`src/rtl/spi_cmd_pkg.sv`:
```
package spi_cmd_pkg;

  // Per-cycle strobes from control to datapath
  typedef struct packed {
    logic shiftBit;  // take one serial bit into the shift register
    logic commit;    // move the shift register into the output register
  } loadCtl_t;

endpackage

```
`src/rtl/spi_cmd_sync.sv`:
```
module spi_cmd_sync #(
  parameter int W = 3,
  parameter int STAGES = 2,
  parameter logic [W-1:0] RESET_VAL = '0
) (
  input  logic         clk,
  input  logic         rstN,
  input  logic [W-1:0] din,
  output logic [W-1:0] dout
);

  logic [W-1:0] chain [STAGES];

  always_ff @(posedge clk or negedge rstN) begin
    if (!rstN) begin
      for (int s = 0; s < STAGES; s++) chain[s] <= RESET_VAL;
    end else begin
      chain[0] <= din;
      for (int s = 1; s < STAGES; s++) chain[s] <= chain[s-1];
    end
  end

  assign dout = chain[STAGES-1];

endmodule

```
`src/rtl/spi_cmd_ctrl.sv`:
```
module spi_cmd_ctrl
  import spi_cmd_pkg::*;
#(
  parameter int FRAME_W = 16,
  localparam int CNT_W = $clog2(FRAME_W + 2)
) (
  input  logic             clk,
  input  logic             rstN,
  input  logic             sCs,
  input  logic             sSclk,
  output loadCtl_t         ctl,
  output logic [CNT_W-1:0] bitCount
);

  localparam logic [CNT_W-1:0] CountFull = CNT_W'(FRAME_W);
  localparam logic [CNT_W-1:0] CountSat  = CNT_W'(FRAME_W + 1);

  logic prevCs;
  logic prevSclk;
  logic csFall;
  logic csRise;
  logic sclkRise;

  always_ff @(posedge clk or negedge rstN) begin
    if (!rstN) begin
      prevCs   <= 1'b1;
      prevSclk <= 1'b0;
    end else begin
      prevCs   <= sCs;
      prevSclk <= sSclk;
    end
  end

  assign csFall   = prevCs & ~sCs;
  assign csRise   = ~prevCs & sCs;
  assign sclkRise = sSclk & ~prevSclk;

  always_comb begin
    ctl          = '0;
    ctl.shiftBit = sclkRise & ~sCs;
    ctl.commit   = csRise & (bitCount == CountFull);
  end

  // The count restarts at each frame start and stops at one past a full frame
  always_ff @(posedge clk or negedge rstN) begin
    if (!rstN) begin
      bitCount <= '0;
    end else if (csFall) begin
      bitCount <= ctl.shiftBit ? CNT_W'(1) : '0;
    end else if (ctl.shiftBit && bitCount != CountSat) begin
      bitCount <= bitCount + CNT_W'(1);
    end
  end

endmodule

```
`src/rtl/spi_cmd_datapath.sv`:
```
module spi_cmd_datapath
  import spi_cmd_pkg::*;
#(
  parameter int CMD_W = 6,
  parameter int DAT_W = 10,
  localparam int FRAME_W = CMD_W + DAT_W
) (
  input  logic             clk,
  input  logic             rstN,
  input  logic             sMosi,
  input  loadCtl_t         ctl,
  output logic             cmdValid,
  output logic [CMD_W-1:0] cmdCode,
  output logic [DAT_W-1:0] cmdData
);

  logic [FRAME_W-1:0] shiftReg;

  always_ff @(posedge clk or negedge rstN) begin
    if (!rstN) begin
      shiftReg <= '0;
    end else if (ctl.shiftBit) begin
      shiftReg <= {shiftReg[FRAME_W-2:0], sMosi};
    end
  end

  always_ff @(posedge clk or negedge rstN) begin
    if (!rstN) begin
      cmdCode  <= '0;
      cmdData  <= '0;
      cmdValid <= 1'b0;
    end else begin
      cmdValid <= ctl.commit;
      if (ctl.commit) begin
        cmdCode <= shiftReg[FRAME_W-1 -: CMD_W];
        cmdData <= shiftReg[DAT_W-1:0];
      end
    end
  end

endmodule

```
`src/rtl/spi_cmd_loader.sv`:
```
module spi_cmd_loader
  import spi_cmd_pkg::*;
#(
  parameter int CMD_W = 6,
  parameter int DAT_W = 10,
  parameter int SYNC_STAGES = 2
) (
  input  logic             clk,
  input  logic             rstN,
  input  logic             csN,
  input  logic             sclk,
  input  logic             mosi,
  output logic             cmdValid,
  output logic [CMD_W-1:0] cmdCode,
  output logic [DAT_W-1:0] cmdData
);

  localparam int FRAME_W = CMD_W + DAT_W;
  localparam int CNT_W = $clog2(FRAME_W + 2);

  logic [2:0]       syncOut;
  logic             sCs;
  logic             sSclk;
  logic             sMosi;
  loadCtl_t         ctl;
  logic [CNT_W-1:0] bitCount;

  spi_cmd_sync #(
    .W(3), .STAGES(SYNC_STAGES), .RESET_VAL(3'b100)
  ) u_sync (
    .clk(clk), .rstN(rstN), .din({csN, sclk, mosi}), .dout(syncOut)
  );

  assign {sCs, sSclk, sMosi} = syncOut;

  spi_cmd_ctrl #(.FRAME_W(FRAME_W)) u_ctrl (
    .clk(clk), .rstN(rstN), .sCs(sCs), .sSclk(sSclk),
    .ctl(ctl), .bitCount(bitCount)
  );

  spi_cmd_datapath #(.CMD_W(CMD_W), .DAT_W(DAT_W)) u_dp (
    .clk(clk), .rstN(rstN), .sMosi(sMosi), .ctl(ctl),
    .cmdValid(cmdValid), .cmdCode(cmdCode), .cmdData(cmdData)
  );

endmodule

```
`config.mk`:
```
export PLATFORM = sky130hd
export DESIGN_NAME = spi_cmd_loader
export DESIGN_NICKNAME = d
export VERILOG_FILES = /design/src/rtl/spi_cmd_pkg.sv /design/src/rtl/spi_cmd_sync.sv /design/src/rtl/spi_cmd_ctrl.sv /design/src/rtl/spi_cmd_datapath.sv /design/src/rtl/spi_cmd_loader.sv
export SDC_FILE = /design/constraint.sdc
export NUM_CORES = 1
export LEC_CHECK = 0
export BUFFER_PORTS_ARGS = -buffer_cell sky130_fd_sc_hd__buf_2
export CORE_MARGIN = 8
export CORE_UTILIZATION = 59
export CTS_BUF_LIST = sky130_fd_sc_hd__clkbuf_4 sky130_fd_sc_hd__clkbuf_8
export CTS_CLUSTER_DIAMETER = 40
export CTS_CLUSTER_SIZE = 8
export DETAILED_ROUTE_END_ITERATION = 10
export PLACE_DENSITY = 0.77
export SLEW_MARGIN = 10
export SYNTH_ARGS = -nofsm -noshare
export SYNTH_HDL_FRONTEND = slang
export SYNTH_SLANG_ARGS = --single-unit
export TNS_END_PERCENT = 50
```
`constraint.sdc`:
```
create_clock -name clk -period 2.3 [get_ports clk]
set_clock_uncertainty 0.2 [all_clocks]
set_input_delay 0.69 -clock clk [delete_from_list [all_inputs] [get_ports clk]]
set_output_delay 0.69 -clock clk [all_outputs]
set_load 0.01 [all_outputs]
```
Word level (Yosys, flattened, before mapping)
Index checks and enable logic that the tools add are counted.
{"block": "word_totals", "input_bits": 5, "out_inout_bits": 17, "ff_bits": 46, "elab_cells": 25}
{"block": "classes", "eq_ne": 2, "n_addsub": 1, "reduce_logical": 2, "mux": 3, "bitwise": 8}
{"operator": "two-way mux 5 bit", "count": 2}
{"operator": "adder 5 x 1 -> 5 bit, second input constant", "count": 1}
{"operator": "AND 1 bit", "count": 5}
{"operator": "equality test 5 bit, second input constant", "count": 1}
{"operator": "inequality test 5 bit, second input constant", "count": 1}
{"operator": "inverter 1 bit", "count": 3}
{"operator": "nonzero test 2 bit", "count": 1}
{"operator": "logical AND 1 bit", "count": 1}
{"operator": "two-way mux 1 bit", "count": 1}

Longest topological paths before layout
Gate-level depths: netlist of the first run.
{"block": "depth", "ltp_word": 6, "depth_mapped": 5, "ltp_nobuf": 5}

Cells and area by module
From an unflattened synthesis of the first run, not the netlist that was laid out.
{"block": "hier_totals", "cells_unflattened": 116, "hier_area_um2": 1886.8}
{"module": "spi_cmd_datapath", "cells_each": 69, "seq_area_each_um2": 825.8, "area_per_inst_um2": 1323.8, "n_inst": 1}
{"module": "spi_cmd_ctrl", "cells_each": 38, "seq_area_each_um2": 176.4, "area_per_inst_um2": 387.9, "n_inst": 1}
{"module": "spi_cmd_sync", "cells_each": 9, "seq_area_each_um2": 152.6, "area_per_inst_um2": 175.2, "n_inst": 1}

Worst setup path after synthesis of the first run
No wires, ideal clock.
{"block": "synth_timing", "kind": "reg2reg", "startpoint": "register u_sync.chain (netlist bit u_sync.dout[2])", "endpoint": "register u_ctrl.bitCount[2]", "path_buffers": 1, "t_arrival_ns": 1.439, "setup_ns": 0.077, "slack_ns": 0.583, "t_required_ns": 2.023, "path_stages_with_launch": 5, "synth_period_minus_slack_ns": 1.717, "path_cell_list": "dfstp_2 or3b_1 clkbuf_1 or4_1 a21oi_1"}
{"block": "synth_via", "elab_chain_len": 4, "elab_cells_between_ends": 6, "classes_between": "mux (1); bitwise (3); reduce/logical (2)"}
{"item": "start: declaration", "line": "spi_cmd_sync.sv:12", "rtl": "logic [W-1:0] chain [STAGES];"}
{"item": "inverter 1 bit (*)", "line": "spi_cmd_ctrl.sv:34, spi_cmd_ctrl.sv:40"}
{"item": "AND 1 bit", "line": "spi_cmd_ctrl.sv:40", "rtl": "ctl.shiftBit = sclkRise & ~sCs;"}
{"item": "logical AND 1 bit", "line": "spi_cmd_ctrl.sv:50", "rtl": "end else if (ctl.shiftBit && bitCount != CountSat) begin"}
{"item": "nonzero test 2 bit (no line)"}
{"item": "end signal: assignment", "line": "spi_cmd_ctrl.sv:49", "rtl": "bitCount <= ctl.shiftBit ? CNT_W'(1) : '0;"}
{"item": "end signal: assignment", "line": "spi_cmd_ctrl.sv:51", "rtl": "bitCount <= bitCount + CNT_W'(1);"}
{"item": "end: declaration", "line": "spi_cmd_ctrl.sv:12", "rtl": "output logic [CNT_W-1:0] bitCount"}
Mark *: on every way between the ends. The rest lies on a longest branch, timed or not.
A chain may end at the register's enable or synchronous reset.

Final worst setup path of the first run
{"block": "layout_timing", "startpoint": "register u_dp.cmdCode[4]", "endpoint": "output cmdCode[4]"}
{"item": "start: declaration", "line": "spi_cmd_datapath.sv:13", "rtl": "output logic [CMD_W-1:0] cmdCode,"}
{"item": "start signal: assignment", "line": "spi_cmd_datapath.sv:35", "rtl": "cmdCode <= shiftReg[FRAME_W-1 -: CMD_W];"}
{"item": "end: declaration", "line": "spi_cmd_loader.sv:14", "rtl": "output logic [CMD_W-1:0] cmdCode,"}
No word-level cell between the ends.

==> results of run 1 <==
==> worst max-delay path by stage <==
stage | cells past startpoint | slack (ns) | end
final | 1 | 0.51 | cmdCode[4]
after floorplan | 4 | 0.58 | u_ctrl.bitCount[2]$_DFFE_PN0P_
after global routing | 3 | 0.41 | u_ctrl.bitCount[2]$_DFFE_PN0P_
after CTS | 1 | 0.49 | cmdCode[3]
after detailed placement | 3 | 0.54 | u_ctrl.bitCount[2]$_DFFE_PN0P_
after global placement | 3 | 0.58 | u_ctrl.bitCount[2]$_DFFE_PN0P_
==> power groups by stage <==
stage	Combinational, uW	Clock (uW)	Sequential, uW
4_1_cts	88.0	410	894
3_5_place_dp	86.6	0	910
6_report	86.4	397	894
3_3_place_gp	82.3	0	906
2_1_floorplan	52.0	0	898
5_1_grt	99.2	441	902
==> area by class of cell <==
type | instances | area share
Clock buffer | 6 | 0.02572
Clock inverter | 2 | 0.006274
Inverter | 5 | 0.009410
Multi-Input combinational cell | 91 | 0.2848
Sequential cell | 46 | 0.5790
Tap cell | 33 | 0.02070
Timing Repair Buffer | 25 | 0.07403
==> metal layers <==
metal  global-route usage  share of wire  wire length, um  vias to the layer above
met3              0.04802          0.048              145                        7
met5                    0              0                0                        -
li1                     -              -                -                      540
met2               0.2144           0.47             1416                       21
met1               0.1449           0.46             1365                      553
met4              0.08314          0.023               69                        0
==> sequential cells by signal, summed over array words and instances (netlist names) <==
register,flops
u_sync.chain,3
u_ctrl.prevSclk,1
u_dp.cmdCode,6
u_dp.cmdValid,1
u_dp.shiftReg,16
u_sync.dout,3
u_dp.cmdData,10
u_ctrl.prevCs,1
u_ctrl.bitCount,5
==> logic make-up (layout without fill, tap and decap cells) <==
group | count (synthesis) | after routing
AND/OR/NAND/NOR | 63 | 63
flip-flops | 46 | 46
multiplexers | 17 | 17
buffers and inverters | 10 | 38
AO/OA/AOI/OAI | 8 | 8
adder cells (fa/ha/maj) | 3 | 3
==> placed cells by master, fill, tap and decap left out, drive strengths merged, types with 2 or more instances in the layout <==
cell type / n
dfstp: 3
o21ai: 4
nand4: 2
mux2: 17
nand3: 2
nor3b: 2
buf: 25
clkbuf: 6
a21oi: 3
nand2: 48
dfrtp: 43
nor2b: 2
inv: 5
ha: 3
==> metrics by stage <==
step	setup slack [ns]	cells
2_1_floorplan	0.5831	147
3_3_place_gp	0.5824	200
3_5_place_dp	0.5370	200
4_1_cts	0.4860	208
5_1_grt	0.4096	208
6_report	0.5065	208
==> out/results.txt, run 1 <==
status = finished, final reports clean
Core Util, Final = 0.6754
switching portion of total power = 0.2471
H-tree Lvls = 2
post-synth cell types = 24
setup TNS = 0 ns
Worst path slowest cell = dfrtp_1
vias per cell = 5.389
period utilization = 0.7798
root buffer cell = clkbuf_4
Max-Cap Viols = 0
number of global-route vias before repair = 1090
Netlist Area Pre-Place = 1762 um^2
maximum VDD drop = 0.5233 mV
Cell Rows = 20
core footprint = 2953 um^2
simple-gate share of the synthesized area = 0.1669
Clock Pin Slew Worst Setup and Hold Paths = 0.13 ns
Die Ht = 70.65 um
CP Launch Type = register
IO Count = 22
cell with the most instances after synthesis = nand2_1
Setup CP Type = register to output port
area of the multi-input gates = 568.0 um^2
hpwl dp = 2.039 mm
worst hold path type = input port to async pin
Slew HR = 0.6619
grt ovf = 0
die area = 4991 um^2
Yosys top cell area share = 0.6108
XOR/XNOR share of the synthesized area = 0
Filler cells = 231
Comb pwr share = 0.063
crit-path cells = buf_2
Final ANT Viol Nets = 0
Yosys top cell by area = dfrtp_1
RSZ-0062 raised after global routing = false
Starting Density = 0.5966
post-CTS sizing = 0
Residual DRC = 0
top_reg_cell synth = dfrtp_1
nets = 182
DR vias = 1121
yosys warns = 0
Synth Instances = 147
Register-to-Register Path Depth = 3
max-slew violation count = 0
CP peak stage delay = 0.40 ns
Routed WL = 2.996 mm
Net Sw Power = 340.4 uW
worst reg-to-reg setup slack = 0.51 ns
Iteration-0 DRC Markers = 54
Synth Area in Compound Gates = 0.02557
fmax = 557.6 MHz
antenna violations before repair = 0
DR pass1 iterations = 4
worst reg2reg startpoint = u_sync.dout[2]$_DFF_PN1_
reg-to-reg endpoint = u_ctrl.bitCount[2]$_DFFE_PN0P_
Min Clock Period, post-route = 1.793 ns
fraction of layout cells with a size suffix above 1 = 0.3143
placed inst area = 1931 um^2
commonest cells in the netlist = nand2_1, dfrtp_1, mux2_2
clock sink count = 46
WP data arrival = 0.90 ns
largest net degree at the start of global routing = 26
Worst Max-Slew Pin Slew = 0.5072 ns
cts-stage hold buffer count = 0
Critical Path RT = 1.41 ns
Num CTS Buffers = 5
Buf/Inv on CP = 1
IO Port Bufs = 21
number of flops mapped to enable cells by yosys = 0
asr flop ratio synth = 1.000
Final Wtd Congestion = 0.9034
syn avg cell area = 11.98 um^2
Avg WL per Cell = 14.40 um
adder-cell area share of the yosys netlist = 0.02131
family with the most delay on the worst path = flip-flops
top cells by area, synth = dfrtp_1, mux2_2, nand2_1
Seq cells post-synth = 46
PwrDens = 690.8 nW/um^2
Register Area = 1155 um^2
Die Wd = 70.65 um
clk buf depth = 2
first-pass GRT wire length = 5.112 mm
Post-CTS Setup Inserts = 0
Pleak = 0.001103 uW
register area share after synthesis = 0.6555
Overall Power = 1378 uW
Flop pwr share = 0.649
P_int = 1037 uW
Hold Fails Final Rpt = 0
multiplexer area fraction after synthesis = 0.1087
Antenna diodes = 0
crit path launch = u_dp.cmdCode[4]$_DFFE_PN0P_
final setup fails = 0
Crit Path Max Fanout = 2
Area growth syn-to-layout = 13.21%
Tot GR Track Use = 0.1326
clock network power share = 0.288
largest family of logic cells by synthesized area = simple AND/OR/NAND/NOR gates
fin area = 1994 um^2
clock tree from TritonCTS = yes
Mapped Nets = 155
latest clock arrival within the worst-skew pair = 0.36 ns
endpoint class of the critical path = output port
hold_ws = 0.07266 ns
Power figures use the tool's default switching activity.
==> inputs of run 2 (changes only) <==
--- a/config.mk
+++ b/config.mk
@@ -5,6 +5,7 @@
 export SDC_FILE = /design/constraint.sdc
 export NUM_CORES = 1
 export LEC_CHECK = 0
+export ABC_AREA = 1
 export BUFFER_PORTS_ARGS = -buffer_cell sky130_fd_sc_hd__buf_2
 export CORE_MARGIN = 8
 export CORE_UTILIZATION = 59
==> constraint.sdc (replaced) <==
create_clock -name clk -period 1.7 [get_ports clk]
set_clock_uncertainty 0.2 [all_clocks]
set_input_delay 0.51 -clock clk [delete_from_list [all_inputs] [get_ports clk]]
set_output_delay 0.51 -clock clk [all_outputs]
set_load 0.01 [all_outputs]
==> out/results.txt, run 2 <==
RSZ-0062 raised after global routing = true
Mapped Nets = 203
IO Count = 22
hold_ws = 0.03666 ns
commonest non-fill, non-tap cell in the layout = nand2_1
Die Ht = 71.44 um
Cell Rows = 20
worst hold path type = input port to register
Overall Power = 1920 uW
Non-Filler Instances = 262
Die Wd = 71.44 um
Min Clock Period, post-route = 1.638 ns
clock sink count = 46
clk buf depth = 2
Synth Instances = 195
family with the most delay on the worst path = flip-flops
top_reg_cell synth = dfrtp_1
IO Port Bufs = 21
fraction of layout cells with a size suffix above 1 = 0.2227
die area = 5103 um^2
DR vias = 1346
biggest regs = u_dp.shiftReg x16, u_dp.cmdData x10, u_dp.cmdCode x6
core footprint = 2978 um^2
fmax = 610.6 MHz
largest reg by FF count = u_dp.shiftReg
final worst slack = 0.06233 ns
Area growth syn-to-layout = 15.11%
H-tree Lvls = 2
Pleak = 0.001174 uW
Netlist Area Pre-Place = 1813 um^2
Clock Pin Slew Worst Setup and Hold Paths = 0.15 ns
final setup fails = 0
antenna violations before repair = 0
asr flop ratio synth = 1.000
placed cells = 249
endpoint class of the critical path = output port
Slew HR = 0.6923
Critical Path RT = 0.99 ns
nets = 236
max-slew violation count = 0
pre-CTS WS = 0.01429 ns
Max-Cap Viols = 0
Num CTS Buffers = 5
Yosys top cell area share = 0.5935
WP data arrival = 0.93 ns
Buf/Inv on CP = 1
post-synth cell types = 16
Avg WL per Cell = 12.60 um
most frequent cells in the layout = nand2_1, dfrtp_1, buf_2
Final Wtd Congestion = 0.7714
PwrDens = 920.2 nW/um^2
Core Util, Final = 0.7008
clock tree from TritonCTS = yes
register area share after synthesis = 0.6370
commonest cells in the netlist = nand2_1, dfrtp_1, inv_1
number of global-route vias before repair = 1380
grt ovf = 0
largest net degree at the start of global routing = 20
Crit Path Max Fanout = 2
Routed WL = 3.300 mm
worst reg-to-reg setup slack = 0.08 ns
cell with the most instances after synthesis = nand2_1
Seq cells post-synth = 46
syn avg cell area = 9.297 um^2
Tot GR Track Use = 0.1437
latest clock arrival within the worst-skew pair = 0.37 ns
period utilization = 0.9633
maximum VDD drop = 0.6359 mV
max FFs per register = 16
CP Launch Type = register
number of flops mapped to enable cells by yosys = 0
hpwl dp = 2.471 mm
crit-path cells = buf_2
yosys warns = 0
top cells by area, synth = dfrtp_1, nand2_1, dfstp_2
Setup CP Type = register to output port
status = finished, final reports clean
Worst Max-Slew Pin Slew = 0.4590 ns
Iteration-0 DRC Markers = 74
vias per cell = 5.137
Residual DRC = 0
Yosys top cell by area = dfrtp_1
root buffer cell = clkbuf_4
first-pass GRT wire length = 5.837 mm
CP peak stage delay = 0.42 ns
Worst path slowest cell = dfrtp_1
Starting Density = 0.6088
Final ANT Viol Nets = 0
Antenna diodes = 0
Filler cells = 228
DR pass1 iterations = 4
Hold Fails Final Rpt = 0
[run 2: cell types whose count changed after synthesis, sizes merged, moves of 5 or more]
cell	before	now
mux2	17	0
nand2	48	97
buf	1	7
nor2	1	6
nand3	2	9
inv	5	13
[run 2: worst paths after layout]
check | startpoint | to | depth (start not counted)
worst max-delay path | u_dp.cmdData[2]$_DFFE_PN0P_ | cmdData[2] | 1
worst min-delay path | csN | u_sync.chain[5]$_DFF_PN1_ | 1
max in group asynchronous | rstN | u_dp.shiftReg[13]$_DFFE_PN0P_ | 3
worst max register to register | u_ctrl.bitCount[1]$_DFFE_PN0P_ | u_dp.cmdData[7]$_DFFE_PN0P_ | 8
worst min register to register | u_sync.chain[3]$_DFF_PN0_ | u_sync.dout[0]$_DFF_PN0_ | 0
min in group asynchronous | rstN | u_dp.shiftReg[9]$_DFFE_PN0P_ | 2
[run 2: layer usage]
metal / GRT usage / vias up / share of wire
met1: 0.1551 / 648 / 0.43
met5: 0 / - / 0
met2: 0.2418 / 28 / 0.49
met3: 0.04881 / 6 / 0.056
met4: 0.07852 / 0 / 0.015
li1: - / 664 / -
[run 2: stage by stage]
| stage | area, um^2 | TNS, ns |
|---|---|---|
| 3_5_place_dp | 1974 | 0 |
| 6_report | 2087 | 0 |
| 5_1_grt | 2087 | -0.2438 |
| 4_1_cts | 2047 | 0 |
| 2_1_floorplan | 1813 | 0 |
| 3_3_place_gp | 1974 | 0 |
[run 2: kinds of logic after synthesis]
| group | count (synthesis) | share of synthesized area |
|---|---|---|
| AOI/OAI and AO/OA | 8 | 0.02209 |
| adders and majority gates | 3 | 0.02071 |
| xor gates and xnor gates | 1 | 0.004832 |
| and+or+nand+nor | 117 | 0.2609 |
| DFF | 46 | 0.6370 |
| buffers and inverters | 20 | 0.05452 |
[run 2: area by class of cell]
class,count,area [um^2],area share
flip-flops and latches,46,1156,0.5540
multi-input cells,129,561.8,0.2692
repair buffers,33,214.0,0.1025
inverters,13,51.30,0.02458
well taps,33,41.29,0.01978
clock buffers,5,37.54,0.01799
clock inverters,3,25.02,0.01199
[run 2: timing repair]
action | CTS | global route
hold buffers | 1 | 0
buffers inserted | 0 | 4
resized for setup | 0 | 6
endpoints found under the hold margin | 12 | 0
endpoints found under the setup margin | 0 | 29
[run 2: report_power, final]
group / internal, uW / switching (uW) / leakage (uW)
registers: 1170 / 60.0 / 0.000612
clock network: 169 / 356 / 0.0000318
logic: 72.2 / 97.1 / 0.000530
total: 1410 / 513 / 0.00117
